`config.mk`:
```
export PLATFORM = sky130hd
export DESIGN_NAME = sst_tx
export DESIGN_NICKNAME = d
export VERILOG_FILES = /design/src/rtl/sst_pkg.sv /design/src/rtl/sst_clk_sync.sv /design/src/rtl/sst_shift.sv /design/src/rtl/sst_tx.sv
export SDC_FILE = /design/constraint.sdc
export NUM_CORES = 1
export LEC_CHECK = 0
export ABC_AREA = 0
export ABC_CLOCK_PERIOD_IN_PS = 2450
export BUFFER_PORTS_ARGS = -buffer_cell sky130_fd_sc_hd__buf_2
export CAP_MARGIN = 20
export CORE_MARGIN = 5
export CORE_UTILIZATION = 54
export DETAILED_ROUTE_END_ITERATION = 8
export PLACE_DENSITY = 0.78
export SKIP_LAST_GASP = 1
export SLEW_MARGIN = 20
export SYNTH_ARGS = -nofsm -noshare
export SYNTH_HDL_FRONTEND = slang
export SYNTH_HIERARCHICAL = 1
export SYNTH_SLANG_ARGS = --single-unit
export TNS_END_PERCENT = 30
```
`constraint.sdc`:
```
create_clock -name clk -period 2.45 [get_ports clk]
set_input_delay 0.245 -clock clk [delete_from_list [all_inputs] [get_ports clk]]
set_output_delay 0.245 -clock clk [all_outputs]
set_load 0.03 [all_outputs]
```
`src/rtl/sst_pkg.sv`:
```
package sst_pkg;
    // number of bits in one frame for a given data width and mode
    function automatic int unsigned frame_len(input int unsigned data_w, input logic nine);
        return nine ? data_w + 1 : data_w;
    endfunction
endpackage

```
`src/rtl/sst_clk_sync.sv`:
```
module sst_clk_sync #(
    parameter int unsigned STAGES = 2
) (
    input  logic clk,
    input  logic rst_n,
    input  logic ext_clk,
    input  logic invert,
    output logic fall_edge
);
    typedef struct packed {
        logic [STAGES-1:0] chain;
        logic              prev;
    } sync_t;

    sync_t s_d, s_q;
    logic  eff;

    assign eff = s_q.chain[STAGES-1] ^ invert;

    generate
        if (STAGES == 1) begin : g_single
            always_comb begin
                s_d          = s_q;
                s_d.chain[0] = ext_clk;
                s_d.prev     = eff;
            end
        end else begin : g_multi
            always_comb begin
                s_d       = s_q;
                s_d.chain = {s_q.chain[STAGES-2:0], ext_clk};
                s_d.prev  = eff;
            end
        end
    endgenerate

    always_ff @(posedge clk or negedge rst_n) begin
        if (!rst_n) s_q <= '0;
        else        s_q <= s_d;
    end

    assign fall_edge = s_q.prev & ~eff;
endmodule

```
`src/rtl/sst_shift.sv`:
```
module sst_shift #(
    parameter int unsigned DATA_W = 8
) (
    input  logic            clk,
    input  logic            rst_n,
    input  logic            abort,
    input  logic            load,
    input  logic [DATA_W:0] load_frame,
    input  logic            load_nine,
    input  logic            adv,
    output logic            busy,
    output logic            last,
    output logic            dout
);
    localparam int unsigned CNT_W = $clog2(DATA_W + 2);

    typedef struct packed {
        logic             busy;
        logic [CNT_W-1:0] cnt;
        logic [DATA_W:0]  sh;
    } shift_t;

    shift_t s_d, s_q;

    always_comb begin
        s_d = s_q;
        if (abort) begin
            s_d = '0;
        end else if (load) begin
            s_d.busy = 1'b1;
            s_d.sh   = load_frame;
            s_d.cnt  = CNT_W'(sst_pkg::frame_len(DATA_W, load_nine));
        end else if (adv && s_q.busy) begin
            if (s_q.cnt == CNT_W'(1)) begin
                s_d.busy = 1'b0;
                s_d.cnt  = '0;
            end else begin
                s_d.sh  = {1'b0, s_q.sh[DATA_W:1]};
                s_d.cnt = s_q.cnt - CNT_W'(1);
            end
        end
    end

    always_ff @(posedge clk or negedge rst_n) begin
        if (!rst_n) s_q <= '0;
        else        s_q <= s_d;
    end

    assign busy = s_q.busy;
    assign last = s_q.busy && (s_q.cnt == CNT_W'(1));
    assign dout = s_q.busy ? s_q.sh[0] : 1'b1;
endmodule

```
`src/rtl/sst_tx.sv`:
```
module sst_tx #(
    parameter int unsigned DATA_W      = 8,
    parameter int unsigned SYNC_STAGES = 2
) (
    input  logic              clk,
    input  logic              rst_n,
    input  logic              port_en,
    input  logic              sync_mode,
    input  logic              clk_master,
    input  logic              tx_en,
    input  logic              nine_bit_en,
    input  logic              clk_invert,
    input  logic              ninth_bit,
    input  logic              irq_en,
    input  logic              wr_en,
    input  logic [DATA_W-1:0] wr_data,
    input  logic              ext_clk,
    output logic              ser_dout,
    output logic              shift_empty,
    output logic              tx_flag,
    output logic              irq
);
    typedef struct packed {
        logic            hold_valid;
        logic [DATA_W:0] hold_frame;
        logic            hold_nine;
        logic            flag;
    } ctl_t;

    ctl_t ctl_d, ctl_q;

    logic run, fall, sh_busy, sh_last, sh_load, wr_take, done;
    logic hold_full;

    assign run = port_en & sync_mode & ~clk_master & tx_en;

    sst_clk_sync #(.STAGES(SYNC_STAGES)) u_sync (
        .clk       (clk),
        .rst_n     (rst_n),
        .ext_clk   (ext_clk),
        .invert    (clk_invert),
        .fall_edge (fall)
    );

    assign done    = fall & sh_last;
    assign sh_load = run & ctl_q.hold_valid & (~sh_busy | done);
    assign wr_take = run & wr_en & ~ctl_q.hold_valid;

    sst_shift #(.DATA_W(DATA_W)) u_shift (
        .clk        (clk),
        .rst_n      (rst_n),
        .abort      (~run),
        .load       (sh_load),
        .load_frame (ctl_q.hold_frame),
        .load_nine  (ctl_q.hold_nine),
        .adv        (fall),
        .busy       (sh_busy),
        .last       (sh_last),
        .dout       (ser_dout)
    );

    always_comb begin
        ctl_d = ctl_q;
        if (!run) begin
            ctl_d.hold_valid = 1'b0;
            ctl_d.flag       = 1'b1;
        end else if (sh_load) begin
            ctl_d.hold_valid = 1'b0;
            ctl_d.flag       = 1'b1;
        end else if (wr_take) begin
            ctl_d.hold_valid = 1'b1;
            ctl_d.hold_frame = {ninth_bit, wr_data};
            ctl_d.hold_nine  = nine_bit_en;
            ctl_d.flag       = 1'b0;
        end
    end

    always_ff @(posedge clk or negedge rst_n) begin
        if (!rst_n) begin
            ctl_q      <= '0;
            ctl_q.flag <= 1'b1;
        end else begin
            ctl_q <= ctl_d;
        end
    end

    assign hold_full   = ctl_q.hold_valid;
    assign shift_empty = ~sh_busy;
    assign tx_flag     = ctl_q.flag;
    assign irq         = ctl_q.flag & irq_en;
endmodule

```
==> results of run 1 <==
-- flip-flops by register name, indices dropped and copies added (netlist names) --
register and cells:
u_shift/s_q 13, ctl_q 10, u_sync/s_q 2, hold_full 1, tx_flag 1, u_shift/busy 1, u_sync/s_d 1
-- what timing repair did --
| action | CTS | global route |
|---|---|---|
| cloned | 0 | 0 |
| buffers inserted | 0 | 4 |
| endpoints found under the hold margin | 28 | 1 |
| hold buffers | 1 | 1 |
| endpoints found under the setup margin | 2 | 10 |
| gates resized for setup | 1 | 0 |
-- how the worst max path moves through the flow --
stage               startpoint             end  cells after the start
2_1_floorplan  u_shift/s_q[10]  u_shift/s_q[0]                     11
3_3_place_gp   u_shift/s_q[10]  u_shift/s_q[2]                     10
3_5_place_dp   u_shift/s_q[10]  u_shift/s_q[2]                     10
4_1_cts        u_shift/s_q[10]  u_shift/s_q[2]                     10
5_1_grt        u_shift/s_q[10]  u_shift/s_q[2]                     10
6_report       u_shift/s_q[10]  u_shift/s_q[0]                     10
-- synthesized netlist by cell type (2+ instances only) --
cell      number  area, um^2
nand3_1        2       10.01
mux2_1         2       22.52
a31oi_1        9       56.30
and2_1         2       12.51
mux2_2         8       90.09
ha_1           2       25.02
o21ai_0        9       45.04
a21oi_1        4       20.02
a221oi_1       8       70.07
dfrtp_1       28       700.7
nor2_1         5       18.77
nand2_1        5       18.77
inv_1         14       52.55
a211oi_1       2       15.01
-- metal layers --
layer / up-vias / share of wire / GRT usage / routed length [um]
li1: 517 / - / - / -
met1: 537 / 0.41 / 0.2213 / 1137
met2: 35 / 0.52 / 0.2976 / 1467
met3: 4 / 0.054 / 0.06289 / 152
met4: 0 / 0.015 / 0.06192 / 42
met5: - / 0 / 0 / 0
-- cells by family (layout without fill, tap and decap cells) --
logic type | Yosys count | after routing | synth area share
multiplexers | 10 | 10 | 0.07958
flip-flops | 29 | 29 | 0.5137
AND/OR/NAND/NOR | 25 | 25 | 0.1220
XOR/XNOR | 2 | 2 | 0.01238
buffers and inverters | 20 | 53 | 0.07515
AO/OA/AOI/OAI | 37 | 37 | 0.1795
adder cells (fa/ha/maj) | 2 | 2 | 0.01768
-- cells in the final DEF (no fill, tap or decap), types with 2 or more instances in the layout --
| cell | synthesis | routed |
|---|---|---|
| a211oi_1 | 2 | 2 |
| a21oi_1 | 4 | 4 |
| a221oi_1 | 8 | 8 |
| a31oi_1 | 9 | 9 |
| and2_1 | 2 | 2 |
| buf_2 | 0 | 23 |
| buf_4 | 1 | 5 |
| bufinv_16 | 0 | 2 |
| clkbuf_4 | 0 | 5 |
| dfrtp_1 | 28 | 28 |
| dlygate4sd3_1 | 0 | 2 |
| ha_1 | 2 | 2 |
| inv_1 | 14 | 14 |
| mux2_1 | 2 | 2 |
| mux2_2 | 8 | 8 |
| nand2_1 | 5 | 5 |
| nand3_1 | 2 | 2 |
| nor2_1 | 5 | 5 |
| o21ai_0 | 9 | 9 |
-- cell type report --
| class | count | area [um^2] | area share |
|---|---|---|---|
| Clock inverter | 3 | 65.06 | 0.03826 |
| Tap cell | 30 | 37.54 | 0.02208 |
| Sequential cell | 29 | 726.9 | 0.4275 |
| Timing Repair Buffer | 31 | 192.7 | 0.1133 |
| Clock buffer | 5 | 37.54 | 0.02208 |
| Inverter | 14 | 52.55 | 0.03091 |
| Multi-Input combinational cell | 76 | 588.1 | 0.3458 |
-- stage by stage --
stage / hold slack (ns) / area, um^2 / utilization
after CTS: 0.01149 / 1660 / 0.6642
final: 0.1283 / 1700 / 0.6802
after global placement: 0.2942 / 1541 / 0.6166
after detailed placement: 0.2966 / 1541 / 0.6166
after floorplan: -0.05059 / 1415 / -
after global routing: 0.1068 / 1700 / 0.6802
-- power by group through the flow --
stage | combinational, mW | clock, mW | sequential [mW]
floorplan | 0.0592 | 0 | 0.546
global placement | 0.0941 | 0 | 0.549
detailed placement | 0.0971 | 0 | 0.553
CTS | 0.0991 | 0.496 | 0.543
global route | 0.112 | 0.522 | 0.548
finish | 0.0988 | 0.487 | 0.542
==> results.yml, run 1 <==
outcome:
  status: "finished clean"
grt:
  antenna_found_initial: 0
  grt-ovfl-total: 0
  grtUsageTotal: 0.1808
  grt_pass1_vias: 1111
  grt_max_degree: 30
  grt_pass1_wl_mm: 4.919
layout:
  drive_gt1_frac: 0.3354
  nets: 179
  final_cells: 188
  diodes: 0
  n_fill_cell: 192
  syn2layout_area_growth_pct: 20.16
floorplan:
  die-area_mm2: 0.003744
  rows: 18
  core_region_area_mm2: 0.002500
  die_w_um: 61.19
  dieHeight_um: 61.19
  initial_core_util: 0.5661
  io_pins: 24
synthesis:
  async_flop_share: 1.000
  seq_area_frac_synth: 0.5137
  ys_seq_elements: 29
  syn_area_mm2: 0.001415
  synthCells: 125
  synth_ff_type: "dfrtp_1"
  synth_cell_type_count: 39
  syn_nets: 147
  synth_warnings: 6
  syn_avg_cell_area_um2: 11.32
  synth_edf_count: 0
power_and_ir_drop:
  power_mw: 1.128
  share_seq_of_total_power: 0.481
  p_clk_frac: 0.432
  p_per_area_mw_per_mm2: 663.3
  swShare: 0.2114
  p_comb_frac: 0.088
  p_int_mw: 0.8895
  p_leak_nw: 0.7467
  p_sw_mw: 0.2384
  vdd_drop_max_uv: 666.5
route:
  drtIter0Drc: 42
  wl_per_cell_um: 14.89
  vias: 1093
  drc_errors: 0
  routed_via_density: 5.814
  wirelength_mm: 2.799
  firstDrtPassIters: 4
  drtAntennaViolNets: 0
cts:
  clock_latency_ns: 0.33
  numCtsBuffers: 5
  cts.clk_slew.worst_paths_ns: 0.09
  clock-sinks: 29
  h-tree-depth: 2
  cts_tree: "built"
  cts_buffer_depth: 2
  clock-root-buffer: "clkbuf_4"
worst_setup_path:
  cp_cell_sequence: "inv_1 -> ha_1 -> nor3b_4 -> and2_1 -> a21bo_2 -> nand2_1 -> nor2_1 -> buf_12 -> a31oi_1 -> a221oi_1"
  reg2regPathDepth: 10
  critPathKind: "reg2reg"
  crit_path_max_incr_delay_ns: 0.42
  crit_path_top_delay_cell: "dfrtp_1"
  regToRegStartpoint: "u_shift/s_q[10]"
  required_ns: 2.66
  setup.worst_path.end_class: "flip-flop"
  cp_max_fo: 21
  r2r_slack_ns: 0.21
  cp_top_family: "simple AND/OR/NAND/NOR gates"
  cp-start-kind: "flip-flop"
  r2r-end: "u_shift/s_q[0]"
  worst_ep_arrival_time_ns: 2.45
  worst-path-buf-inv: 2
timing:
  period_minus_slack_ns: 2.235
  fmax_ghz: 0.4474
  hold_viol_final: 0
  setup_viol: 0
  fin_crit_sh: 0.9124
  slew_headroom: 0.5893
  fin_skew_ns: 0.01085
  tightestPinTransition_ns: 0.6160
  setup_slack_ns: 0.2147
  rsz0062_at_grt: "false"
  setup_tns_ns: 0
  slew_violations: 0
place:
  gp_congestion: 0.7720
  pre_cts_slack_ns: 0.03538
  dp_hpwl_mm: 1.923
  port_buffers: 23
  post-place-cells: 174
job:
  drv_cap: 0
min_path:
  hp-start: "clk_invert"
  hold_depth: 2
  hold_class: "in2reg"
  worstHoldEndpoint: "u_sync/s_q[0]"
(Power assumes the default switching activity.)
==> inputs of run 2 (changes only) <==
Settings changed: ABC_CLOCK_PERIOD_IN_PS 2450 to 2800, CORE_UTILIZATION 54 to 55, PLACE_DENSITY 0.78 to 0.79.
Clock period 2.45 ns to 2.8 ns, I/O delays scaled along.
==> run 2 against run 1 <==
Against the previous run:
- setup slack better by 0.057 ns
- worst hold slack got worse by 0.065 ns
- sequential cell count did not move
- highest routed layer unchanged
==> results.yml, run 2 (synthesis results as in run 1) <==
outcome:
  status: "finished clean"
floorplan:
  initial_core_util: 0.5712
  core_region_area_mm2: 0.002477
  rows: 18
  io_pins: 24
  dieHeight_um: 60.73
  die-area_mm2: 0.003688
  die_w_um: 60.73
route:
  firstDrtPassIters: 5
  wl_per_cell_um: 15.53
  drtAntennaViolNets: 0
  routed_via_density: 5.786
  wirelength_mm: 2.826
  vias: 1053
  drtIter0Drc: 41
  drc_errors: 0
layout:
  n_fill_cell: 205
  regMostFlops: "u_shift/s_q"
  nets: 173
  reg.largest.list: "u_shift/s_q x13, ctl_q x10, u_sync/s_q x2"
  diodes: 0
  final_util: 0.6525
  syn2layout_area_growth_pct: 14.24
  mostFrequentLayoutCells: "28 x dfrtp_1, 23 x buf_2, 14 x inv_1"
  final_common_cell: "dfrtp_1"
  largest_reg_flops: 13
  drive_gt1_frac: 0.3092
timing:
  setup_viol: 0
  slew_headroom: 0.5754
  tightestPinTransition_ns: 0.6368
  setup_slack_ns: 0.2720
  fin_crit_sh: 0.9029
  slew_violations: 0
  fmax_ghz: 0.3956
  fin_skew_ns: 0.01121
  hold_ws_ns: 0.06380
  setup_tns_ns: 0
  hold_viol_final: 0
  rsz0062_at_grt: "false"
  period_minus_slack_ns: 2.528
power_and_ir_drop:
  p_leak_nw: 0.7059
  vdd_drop_max_uv: 435.0
  p_per_area_mw_per_mm2: 567.1
cts:
  clock-sinks: 29
  cts_resized: 0
  clock_latency_ns: 0.33
  numCtsBuffers: 5
  cts.clk_slew.worst_paths_ns: 0.10
  cts_hold_buf: 1
  cts_buffer_depth: 2
  clock-root-buffer: "clkbuf_4"
  h-tree-depth: 2
  cts_tree: "built"
  cts_setup_buffers: 0
place:
  port_buffers: 23
  pre_cts_slack_ns: 0.3831
  dp_hpwl_mm: 1.939
  gp_congestion: 0.7641
worst_setup_path:
  worst_ep_arrival_time_ns: 2.74
  required_ns: 3.01
  cp_max_fo: 21
  cp-start-kind: "flip-flop"
  setup.worst_path.end_class: "flip-flop"
  critPathKind: "reg2reg"
job:
  drv_cap: 0
grt:
  grtUsageTotal: 0.1908
  grt_pass1_vias: 1085
  grt-ovfl-total: 0
  antenna_found_initial: 0
  grt_pass1_wl_mm: 5.030
  grt_max_degree: 30
min_path:
  hold_class: "in2reg"
## run 2: report_power, final
group	internal [mW]	leakage [nW]	switching (mW)	total [mW]
clock	0.213	0.0455	0.144	0.357
combinational	0.0430	0.283	0.0419	0.0848
sequential	0.456	0.378	0.0189	0.475
## run 2: final cells by class
| class | count | area [um^2] | share of cell area |
|---|---|---|---|
| sequential | 29 | 726.9 | 0.4497 |
| multi-input combinational | 76 | 581.8 | 0.3599 |
| timing repair buffer | 25 | 132.6 | 0.08204 |
| clock buffer | 7 | 55.05 | 0.03406 |
| inverter | 14 | 52.55 | 0.03251 |
| tap | 30 | 37.54 | 0.02322 |
| clock inverter | 1 | 30.03 | 0.01858 |
## run 2: worst max-delay path: stages, from the launching register on
cell and delay, ns:
dfrtp_1 0.43, inv_1 0.09, ha_1 0.17, nor3b_2 0.49, and2_1 0.23, a21bo_2 0.15
nand2_1 0.07, nor2_1 0.11, buf_4 0.26, a31oi_1 0.08, a221oi_1 0.33
## run 2: final timing paths
kind,from,endpoint,slack (ns),cells after the start
setup / recovery,u_shift/s_q[10],u_shift/s_q[6],0.27,10
hold / removal,ext_clk,u_sync/s_d[2],0.06,1
setup reg to reg,u_shift/s_q[10],u_shift/s_q[6],0.27,10
hold reg to reg,u_sync/s_d[2],u_sync/s_q[2],0.36,0
max in group asynchronous,rst_n,u_shift/busy,1.86,2
min in group asynchronous,rst_n,u_shift/s_q[0],0.52,2
## run 2: per-stage QoR
step	power (mW)	cell area, um^2	std cells
floorplan	0.5297	1415	125
global placement	0.5610	1521	173
detailed placement	0.5694	1521	173
CTS	0.9286	1617	182
global route	0.9620	1617	182
finish	0.9168	1617	182
## run 2: per-layer routing
| layer | wire [um] | up-vias | share of wire | global-route usage |
|---|---|---|---|---|
| met5 | 0 | - | 0 | 0 |
| met4 | 52 | 0 | 0.018 | 0.09598 |
| met3 | 157 | 5 | 0.056 | 0.04255 |
| met2 | 1527 | 43 | 0.54 | 0.3160 |
| met1 | 1090 | 505 | 0.39 | 0.2342 |
| li1 | - | 500 | - | - |
